## src/rtl/mdio_pkg.sv

```systemverilog
package mdio_pkg;
  localparam int DATA_W  = 16;
  localparam int FRAME_W = 64;
  localparam int IDX_W   = $clog2(FRAME_W);
  localparam int HALF_W  = 7;

  typedef enum logic [1:0] {ST_IDLE, ST_POLL, ST_ADDR, ST_DATA} seq_state_e;

  function automatic logic [HALF_W-1:0] half_period(input logic [2:0] code);
    case (code)
      3'd2:    half_period = HALF_W'(3);
      3'd3:    half_period = HALF_W'(4);
      3'd4:    half_period = HALF_W'(5);
      3'd5:    half_period = HALF_W'(16);
      3'd6:    half_period = HALF_W'(32);
      3'd7:    half_period = HALF_W'(64);
      default: half_period = HALF_W'(2);
    endcase
  endfunction

  function automatic logic [FRAME_W-1:0] make_frame(
    input logic [1:0] st, input logic [1:0] op, input logic [4:0] pa,
    input logic [4:0] ra, input logic [1:0] ta, input logic [DATA_W-1:0] d);
    make_frame = {{(FRAME_W/2){1'b1}}, st, op, pa, ra, ta, d};
  endfunction
endpackage

```

## src/rtl/mdio_clk_div.sv

```systemverilog
module mdio_clk_div #(
  parameter int CNT_W = 7
) (
  input  logic             clk_i,
  input  logic             rst_ni,
  input  logic             run_i,
  input  logic [CNT_W-1:0] half_i,
  output logic             mdc_o,
  output logic             fall_o,
  output logic             rise_o
);
  logic [CNT_W-1:0] cnt_q;
  logic             mdc_q;
  logic             wrap;

  assign wrap   = run_i && (cnt_q == half_i - CNT_W'(1));
  assign fall_o = wrap && mdc_q;
  assign rise_o = wrap && !mdc_q;
  assign mdc_o  = mdc_q;

  always_ff @(posedge clk_i or negedge rst_ni) begin
    if (!rst_ni) begin
      cnt_q <= '0;
      mdc_q <= 1'b1;
    end else if (!run_i) begin
      cnt_q <= '0;
      mdc_q <= 1'b1;
    end else if (wrap) begin
      cnt_q <= '0;
      mdc_q <= ~mdc_q;
    end else begin
      cnt_q <= cnt_q + CNT_W'(1);
    end
  end
endmodule

```

## src/rtl/mdio_frame_engine.sv

```systemverilog
module mdio_frame_engine #(
  parameter int FRAME_W = 64,
  parameter int DATA_W  = 16,
  parameter int HALF_W  = 7
) (
  input  logic               clk_i,
  input  logic               rst_ni,
  input  logic               start_i,
  input  logic [FRAME_W-1:0] frame_i,
  input  logic               read_i,
  input  logic               nopre_i,
  input  logic [HALF_W-1:0]  half_i,
  input  logic               mdio_i,
  output logic               active_o,
  output logic               done_o,
  output logic [DATA_W-1:0]  rdata_o,
  output logic               mdc_o,
  output logic               mdio_o,
  output logic               mdio_oe_o
);
  localparam int IDX_W = $clog2(FRAME_W);

  logic               active_q, done_q, rd_q, mdo_q, oe_q;
  logic [IDX_W-1:0]   idx_q;
  logic [FRAME_W-1:0] frame_q;
  logic [DATA_W-1:0]  cap_q;
  logic               fall, rise;

  mdio_clk_div #(.CNT_W(HALF_W)) u_div (
    .clk_i (clk_i),
    .rst_ni(rst_ni),
    .run_i (active_q),
    .half_i(half_i),
    .mdc_o (mdc_o),
    .fall_o(fall),
    .rise_o(rise)
  );

  always_ff @(posedge clk_i or negedge rst_ni) begin
    if (!rst_ni) begin
      active_q <= 1'b0;
      done_q   <= 1'b0;
      rd_q     <= 1'b0;
      mdo_q    <= 1'b1;
      oe_q     <= 1'b0;
      idx_q    <= '0;
      frame_q  <= '0;
      cap_q    <= '0;
    end else begin
      done_q <= 1'b0;
      if (start_i && !active_q) begin
        active_q <= 1'b1;
        frame_q  <= frame_i;
        rd_q     <= read_i;
        idx_q    <= nopre_i ? IDX_W'(FRAME_W/2 - 1) : IDX_W'(FRAME_W - 1);
      end else if (active_q) begin
        if (fall) begin
          mdo_q <= frame_q[idx_q];
          // release from first turnaround bit on reads
          oe_q  <= !(rd_q && idx_q <= IDX_W'(DATA_W + 1));
        end
        if (rise) begin
          if (rd_q && idx_q <= IDX_W'(DATA_W - 1))
            cap_q <= {cap_q[DATA_W-2:0], mdio_i};
          if (idx_q == '0) begin
            active_q <= 1'b0;
            done_q   <= 1'b1;
          end else begin
            idx_q <= idx_q - IDX_W'(1);
          end
        end
      end else begin
        // hold last bit one clock past the final rising edge, then release
        oe_q  <= 1'b0;
        mdo_q <= 1'b1;
      end
    end
  end

  assign active_o  = active_q;
  assign done_o    = done_q;
  assign rdata_o   = cap_q;
  assign mdio_o    = mdo_q;
  assign mdio_oe_o = oe_q;
endmodule

```

## src/rtl/mdio_master.sv

```systemverilog
module mdio_master
  import mdio_pkg::*;
#(
  parameter logic [4:0] PHY_ADDR = 5'd0,
  parameter logic [4:0] POLL_REG = 5'd1
) (
  input  logic        clk_i,
  input  logic        rst_ni,
  input  logic        ctrl_wr_i,
  input  logic [31:0] ctrl_wdata_i,
  input  logic        ext_wr_i,
  input  logic [31:0] ext_wdata_i,
  output logic [31:0] ctrl_rdata_o,
  input  logic        mdio_i,
  output logic        mdc_o,
  output logic        mdio_o,
  output logic        mdio_oe_o
);
  logic [DATA_W-1:0]  data_q, xreg_q;
  logic [4:0]         reg_q, xdev_q, xport_q;
  logic [2:0]         clk_q;
  logic               rd_q, nopre_q, start_q, poll_q, ext_q, pend_q;
  logic               go_q, fread_q;
  logic [FRAME_W-1:0] frame_q;
  logic [HALF_W-1:0]  half_q;
  seq_state_e         state_q;

  logic               cmd_lock, busy, eng_done, eng_active;
  logic [DATA_W-1:0]  eng_rdata;
  logic               unused_ok;

  assign cmd_lock  = pend_q || state_q == ST_ADDR || state_q == ST_DATA;
  assign busy      = pend_q || state_q != ST_IDLE;
  assign unused_ok = ^{ctrl_wdata_i[31], ctrl_wdata_i[29], ctrl_wdata_i[27],
                       ext_wdata_i[31:26], eng_active};

  always_ff @(posedge clk_i or negedge rst_ni) begin
    if (!rst_ni) begin
      data_q  <= '0;
      reg_q   <= '0;
      rd_q    <= 1'b0;
      nopre_q <= 1'b0;
      start_q <= 1'b0;
      clk_q   <= '0;
      poll_q  <= 1'b0;
      ext_q   <= 1'b0;
      pend_q  <= 1'b0;
      xreg_q  <= '0;
      xdev_q  <= '0;
      xport_q <= '0;
      go_q    <= 1'b0;
      fread_q <= 1'b0;
      frame_q <= '0;
      half_q  <= HALF_W'(2);
      state_q <= ST_IDLE;
    end else begin
      go_q    <= 1'b0;
      start_q <= 1'b0;
      unique case (state_q)
        ST_IDLE: begin
          if (pend_q) begin
            pend_q <= 1'b0;
            go_q   <= 1'b1;
            half_q <= half_period(clk_q);
            if (ext_q) begin
              frame_q <= make_frame(2'b00, 2'b00, xport_q, xdev_q, 2'b10, xreg_q);
              fread_q <= 1'b0;
              state_q <= ST_ADDR;
            end else begin
              frame_q <= make_frame(2'b01, rd_q ? 2'b10 : 2'b01, PHY_ADDR, reg_q,
                                    rd_q ? 2'b11 : 2'b10, data_q);
              fread_q <= rd_q;
              state_q <= ST_DATA;
            end
          end else if (poll_q) begin
            go_q    <= 1'b1;
            half_q  <= half_period(clk_q);
            frame_q <= make_frame(2'b01, 2'b10, PHY_ADDR, POLL_REG, 2'b11, '1);
            fread_q <= 1'b1;
            state_q <= ST_POLL;
          end
        end
        ST_POLL: begin
          if (eng_done) begin
            if (!pend_q) data_q <= eng_rdata;
            state_q <= ST_IDLE;
          end
        end
        ST_ADDR: begin
          if (eng_done) begin
            go_q    <= 1'b1;
            frame_q <= make_frame(2'b00, rd_q ? 2'b11 : 2'b01, xport_q, xdev_q,
                                  rd_q ? 2'b11 : 2'b10, data_q);
            fread_q <= rd_q;
            state_q <= ST_DATA;
          end
        end
        ST_DATA: begin
          if (eng_done) begin
            if (rd_q) data_q <= eng_rdata;
            state_q <= ST_IDLE;
          end
        end
        default: state_q <= ST_IDLE;
      endcase

      if (ctrl_wr_i && !cmd_lock) begin
        data_q  <= ctrl_wdata_i[15:0];
        reg_q   <= ctrl_wdata_i[20:16];
        rd_q    <= ctrl_wdata_i[21];
        nopre_q <= ctrl_wdata_i[22];
        clk_q   <= ctrl_wdata_i[26:24];
        poll_q  <= ctrl_wdata_i[28];
        ext_q   <= ctrl_wdata_i[30];
        if (ctrl_wdata_i[23]) begin
          pend_q  <= 1'b1;
          start_q <= 1'b1;
        end
      end
      if (ext_wr_i && !cmd_lock) begin
        xreg_q  <= ext_wdata_i[15:0];
        xdev_q  <= ext_wdata_i[20:16];
        xport_q <= ext_wdata_i[25:21];
      end
    end
  end

  mdio_frame_engine #(.FRAME_W(FRAME_W), .DATA_W(DATA_W), .HALF_W(HALF_W)) u_eng (
    .clk_i    (clk_i),
    .rst_ni   (rst_ni),
    .start_i  (go_q),
    .frame_i  (frame_q),
    .read_i   (fread_q),
    .nopre_i  (nopre_q),
    .half_i   (half_q),
    .mdio_i   (mdio_i),
    .active_o (eng_active),
    .done_o   (eng_done),
    .rdata_o  (eng_rdata),
    .mdc_o    (mdc_o),
    .mdio_o   (mdio_o),
    .mdio_oe_o(mdio_oe_o)
  );

  assign ctrl_rdata_o = {1'b0, ext_q, 1'b0, poll_q, busy, clk_q, start_q,
                         nopre_q, rd_q, reg_q, data_q};
endmodule

```

## config.mk

```make
export PLATFORM = sky130hd
export DESIGN_NAME = mdio_master
export DESIGN_NICKNAME = d
export VERILOG_FILES = /design/src/rtl/mdio_pkg.sv /design/src/rtl/mdio_clk_div.sv /design/src/rtl/mdio_frame_engine.sv /design/src/rtl/mdio_master.sv
export SDC_FILE = /design/constraint.sdc
export NUM_CORES = 1
export LEC_CHECK = 0
export BUFFER_PORTS_ARGS = -buffer_cell sky130_fd_sc_hd__buf_2
export CAP_MARGIN = 25
export CORE_ASPECT_RATIO = 0.9
export CORE_UTILIZATION = 53
export CTS_BUF_LIST = sky130_fd_sc_hd__clkbuf_4 sky130_fd_sc_hd__clkbuf_8
export CTS_CLUSTER_DIAMETER = 60
export DETAILED_ROUTE_END_ITERATION = 8
export GPL_TIMING_DRIVEN = 0
export PLACE_DENSITY = 0.76
export RECOVER_POWER = 100
export SYNTH_ARGS = -nofsm -noshare
export SYNTH_HDL_FRONTEND = slang
export SYNTH_HIERARCHICAL = 1
export SYNTH_SLANG_ARGS = --single-unit
```

## constraint.sdc

```tcl
create_clock -name clk_i -period 3 [get_ports clk_i]
set_input_delay 0.75 -clock clk_i [delete_from_list [all_inputs] [get_ports clk_i]]
set_output_delay 0.75 -clock clk_i [all_outputs]
set_load 0.005 [all_outputs]
```

### Word level (Yosys, flattened, before mapping)

Cells that the tools add are included.

| storage, ports and cells | value |
|---|---|
| bits in registers | 230 |
| word-level logic and storage cells | 146 |

| cells by class | value |
|---|---|
| muxes and demuxes | 60 |
| reductions and logical operators | 31 |
| bitwise operators | 2 |
| equal/unequal tests | 20 |
| $lt $le $gt $ge | 3 |
| add/sub/neg operators | 3 |

Operators by type and width:

| operator | count |
|---|---|
| $mux 64 | 3 |
| $pmux 64 s2 | 1 |
| $mux 16 | 5 |
| $pmux 7 s6 | 1 |
| $pmux 16 s2 | 1 |
| $mux 31 | 1 |
| $mux 6 | 5 |
| $mux 1 | 29 |
| $mux 7 | 4 |
| $eq 3x3->1 const B | 4 |
| $mux 2 | 6 |
| $reduce_bool 2->1 | 5 |
| $reduce_and 3->1 | 3 |
| $logic_and 1x1->1 | 8 |
| $add 7x1->7 const B | 1 |
| $eq 7x7->1 | 1 |
| $lt 6x7->1 const B | 1 |
| $sub 7x1->7 const B | 1 |
| $bmux 1 s6 | 1 |
| $eq 3x2->1 const B | 2 |
| $le 6x4->1 const B | 1 |
| $le 6x5->1 const B | 1 |
| $logic_not 6->1 | 1 |
| $ne 2x1->1 const B | 3 |
| 18 further kinds | 30 |

### Logic depth before layout (Yosys ltp)

| depth | value |
|---|---|
| depth in word-level cells | 7 |
| gate-level depth with buffers | 12 |

### Modules after synthesis

Netlist, hierarchy kept.

By module, submodules not included:

| module | area each (um^2) | cells an instance | times used |
|---|---|---|---|
| mdio_master | 4305.4 | 340 | 1 |
| mdio_frame_engine | 4172.8 | 426 | 1 |
| mdio_clk_div | 560.5 | 57 | 1 |

### Least setup slack after synthesis

OpenSTA, ideal clock, no wires.

| path | value |
|---|---|
| path kind | register to register |
| start point | register half_q[1] |
| end point | register u_eng.idx_q[3] |
| stages on the path, launching flop included | 12 |
| arrival | 2646 ps |
| setup slack | 220 ps |
| cell sequence | dfstp_2 -> inv_1 -> ha_1 -> xor2_1 -> o2111ai_1 -> nor4_4 -> nor3b_2 -> nand2_1 -> a31oi_1 -> and3_1 -> xnor2_1 -> nand2_1 |

| between the ends | value |
|---|---|
| word-level cells in the longest chain between the ends | 6 |

Ends and longest elaborated chain:

| item | RTL line | RTL |
|---|---|---|
| start, declared | mdio_master.sv:25 | `logic [HALF_W-1:0] half_q;` |
| start signal, assigned | mdio_master.sv:64 | `half_q <= half_period(clk_q);` |
| start signal, assigned | mdio_master.sv:77 | `half_q <= half_period(clk_q);` |
| $sub 7x1->7 | mdio_clk_div.sv:16 | `assign wrap = run_i && (cnt_q == half_i - CNT_W'(1));` |
| $eq 7x7->1 | mdio_clk_div.sv:16 |  |
| $logic_and 1x1->1 | mdio_clk_div.sv:16 |  |
| $logic_and 1x1->1 | mdio_clk_div.sv:18 | `assign rise_o = wrap && !mdc_q;` |
| via u_eng.rise | mdio_frame_engine.sv:27 | `logic fall, rise;` |
| $reduce_bool 2->1 (no line) | - |  |
| $reduce_and 3->1 (no line) | - |  |
| end signal, assigned | mdio_frame_engine.sv:55 | `idx_q <= nopre_i ? IDX_W'(FRAME_W/2 - 1) : IDX_W'(FRAME_W - 1);` |
| end signal, assigned | mdio_frame_engine.sv:69 | `idx_q <= idx_q - IDX_W'(1);` |
| end, declared | mdio_frame_engine.sv:24 | `logic [IDX_W-1:0] idx_q;` |

The timed path passes the listed nets, and every way through them passes these cells.
A chain may end at the register's enable or synchronous reset.

### Worst setup path in the final report

| path | value |
|---|---|
| start point | register half_q[1] |
| end point | register u_eng.cap_q[8], in the netlist u_eng/rdata_o[8] |

| between the ends | value |
|---|---|
| word-level cells in the longest chain between the ends | 5 |

Ends and longest elaborated chain:

| item | RTL line | RTL |
|---|---|---|
| $sub 7x1->7 | mdio_clk_div.sv:16 |  |
| $eq 7x7->1 | mdio_clk_div.sv:16 |  |
| $logic_and 1x1->1 | mdio_clk_div.sv:16 |  |
| $logic_and 1x1->1 | mdio_clk_div.sv:18 |  |
| via u_eng.rise | mdio_frame_engine.sv:27 |  |
| $reduce_and 4->1 (no line) | - |  |
| end signal, assigned | mdio_frame_engine.sv:64 | `cap_q <= {cap_q[DATA_W-2:0], mdio_i};` |
| end, declared | mdio_frame_engine.sv:26 | `logic [DATA_W-1:0] cap_q;` |

The timed path passes the listed nets, and every way through them passes these cells.

==> results.json <==
{
  "status": "complete, but fails checks",
  "violations": "capacitance limit, slew limit",
  "start_util_pct": 55.1,
  "async_flop_share_pct": 100,
  "die_x_um": 140,
  "numPortBuffers": 92,
  "synth-seq-cells": 194,
  "netlist_instances": 823,
  "timing.fmax_ghz": 0.337,
  "finalClockSkew_ps": 17.4,
  "route.vias.total": 6391,
  "synth.most_common_cell": "nand2_1",
  "place_inst": 1130,
  "tightest_slew_ps": 1740,
  "gr-usage-all-layers_pct": 22.9,
  "synth_top_area_cell": "dfrtp_1",
  "timing.rr.end": "u_eng/rdata_o[8]",
  "io_pins": 104,
  "dieHeight_um": 126,
  "min_to": "start_q",
  "maxCapViolations": 1,
  "worstHoldPathCells": 3,
  "synth-edff-count": 0,
  "ys_warn_count": 6,
  "multi_input_area_mm2": 0.00381,
  "finalHoldViolCount": 0,
  "drv_slew": 69,
  "worstHoldStart": "ctrl_wdata_i[23]",
  "post_drt_via_cell_ratio": 5.49,
  "num_antenna_cells": 0,
  "area_growth_pct": 13.4,
  "gp_congestion": 0.794,
  "drt_iter0_drc": 496,
  "wirelength_um": 18900,
  "grt-ovfl-total": 0,
  "r2r-start": "half_q[1]",
  "clockBufferDepth": 2,
  "synth_ff_type": "dfrtp_1",
  "path_max_fanout": 10,
  "clock_latency_ps": 470,
  "cts_root_buf": "clkbuf_8",
  "grt_pass1_wl_um": 31800,
  "max_slew_margin_pct": -15.8,
  "power_density_mw_per_mm2": 541,
  "hpwl_um": 13400,
  "nFillCells": 1331,
  "grt_max_degree": 127,
  "antenna_found_initial": 0,
  "synth_common_cells": "230 x nand2_1, 191 x dfrtp_1, 60 x mux2_2, 26 x clkbuf_1, 23 x nand2b_1",
  "register_area_mm2": 0.00486,
  "nNetsFinal": 1019,
  "end_kind": "register",
  "final_util_pct": 62.5,
  "drcViolationCount": 0,
  "r2r_setup_slack_ps": 40,
  "fin_total_pwr_mw": 5.54,
  "setup_viol": 0,
  "hold_path.class": "input port to register",
  "r2r_cells": 10,
  "min_period_ps": 2960,
  "routedWlPerCell_um": 16.3,
  "seq_area_frac_synth_pct": 53.8,
  "die-area_mm2": 0.0176,
  "crit_arrival_ps": 3330,
  "core_area_mm2": 0.0164,
  "cts_buffers": 17,
  "clkSinkCount": 194,
  "htreeDepth": 4,
  "p_leak_nw": 5.14,
  "yosys.area.top_type_share_pct": 52.9,
  "final_cell_count_no_fill": 1165,
  "syn-cell-area_mm2": 0.00904,
  "synth.area.top_cells": "dfrtp_1 53%, nand2_1 9.6%, mux2_2 7.5%, mux4_1 2.6%, o32a_1 1.8%",
  "drive_above_1_share_pct": 24.1,
  "rsz0062_at_grt": "true",
  "required_ps": 3360,
  "min_period_over_period_pct": 98.8,
  "clk_pin_slew_ps": 110,
  "ant_nets": 0,
  "avgSynthCellArea_um2": 11.0,
  "crit_type": "register to register",
  "drtPass1Iterations": 5,
  "rows": 44,
  "cp-start-kind": "register",
  "grt_pass1_vias": 6312,
  "synth_cell_type_count": 65,
  "cts_tree": "built",
  "crit_start": "half_q[1]",
  "ir_drop_mv": 0.329
}
-- worst max path at each step --
stage / endpoint / slack, ps
5_1_grt: u_eng/rdata_o[13] / -50
4_1_cts: u_eng/rdata_o[10] / 8
3_3_place_gp: u_eng/rdata_o[0] / -2000
2_1_floorplan: u_eng/idx_q[3] / 220
3_5_place_dp: u_eng/rdata_o[8] / -310
6_report: u_eng/rdata_o[8] / 40
-- registers in the layout, summed over array words and instances (netlist names), 2 cells and up --
name	count
u_eng/frame_q	64
xreg_q	16
frame_q	30
data_q	16
reg_q	5
xdev_q	5
half_q	6
state_q	2
u_eng/u_div/cnt_q	7
u_eng/rdata_o	16
clk_q	3
xport_q	5
u_eng/idx_q	6
-- critical path, stage by stage, from the launching register on --
cell	delay, ps
dfstp_2	570
inv_1	60
ha_1	340
xor2_2	190
o2111ai_2	150
nor4_4	330
nor3b_4	330
buf_4	170
nand4_4	210
buf_6	240
mux2_2	270
-- area by class of cell --
cell class                      instances  area share [%]
Sequential cell                       194            47.4
Timing Repair Buffer                   97            5.18
Clock buffer                           17            2.28
Multi-Input combinational cell        566            37.2
Clock inverter                         15            1.80
Tap cell                              207            2.53
Buffer                                 60            3.25
Inverter                                9           0.330
-- repair_timing --
item	CTS	global route
hold endpoints to repair	0	0
hold buffers	0	0
gates resized for setup	0	10
setup endpoints to repair	22	14
setup buffers	1	2
pin swaps	1	1
cloned	0	0
-- layer usage --
metal  wire length [µm]  GRT usage (%)
met1               8810           32.2
met2               9110           36.6
met3                885           5.13
met4                129           5.24
met5                  0              0
-- through the flow --
step           hold slack [ps]  setup TNS [ps]  setup WS, ps  cell area (µm²)
6_report                   473               0          35.1            10200
5_1_grt                    455            -368         -47.8            10200
2_1_floorplan              435               0           220             9060
3_3_place_gp               450         -382920         -2000             9780
3_5_place_dp               457           -4340          -311             9850
4_1_cts                    228               0          8.46            10300
-- power breakdown --
group / internal [mW] / switching [mW] / total, mW / leakage [nW]
registers: 2.74 / 0.128 / 2.87 / 2.57
logic: 0.441 / 0.486 / 0.927 / 2.37
clock network: 0.712 / 1.03 / 1.74 / 0.201
-- placed cells by master, fill, tap and decap left out, drive strengths merged, types with 13 or more instances in the layout --
master and n:
dfrtp 191, mux2 63, o32a 16, and3 22
a21boi 18, buf 110, o21ai 21, nor3 13
o221a 16, inv 16, clkbuf 64, nand2b 23
nand2 230
-- logic make-up after synthesis --
kind of cell / share of synthesized area [%]
multiplexers: 12.5
XOR/XNOR: 2.03
other: 0.0415
AO/OA/AOI/OAI: 9.75
adder cells (fa/ha/maj): 0.692
flip-flops: 53.8
buffers and inverters: 4.25
AND/OR/NAND/NOR: 17.0
(Power assumes the default switching activity.)
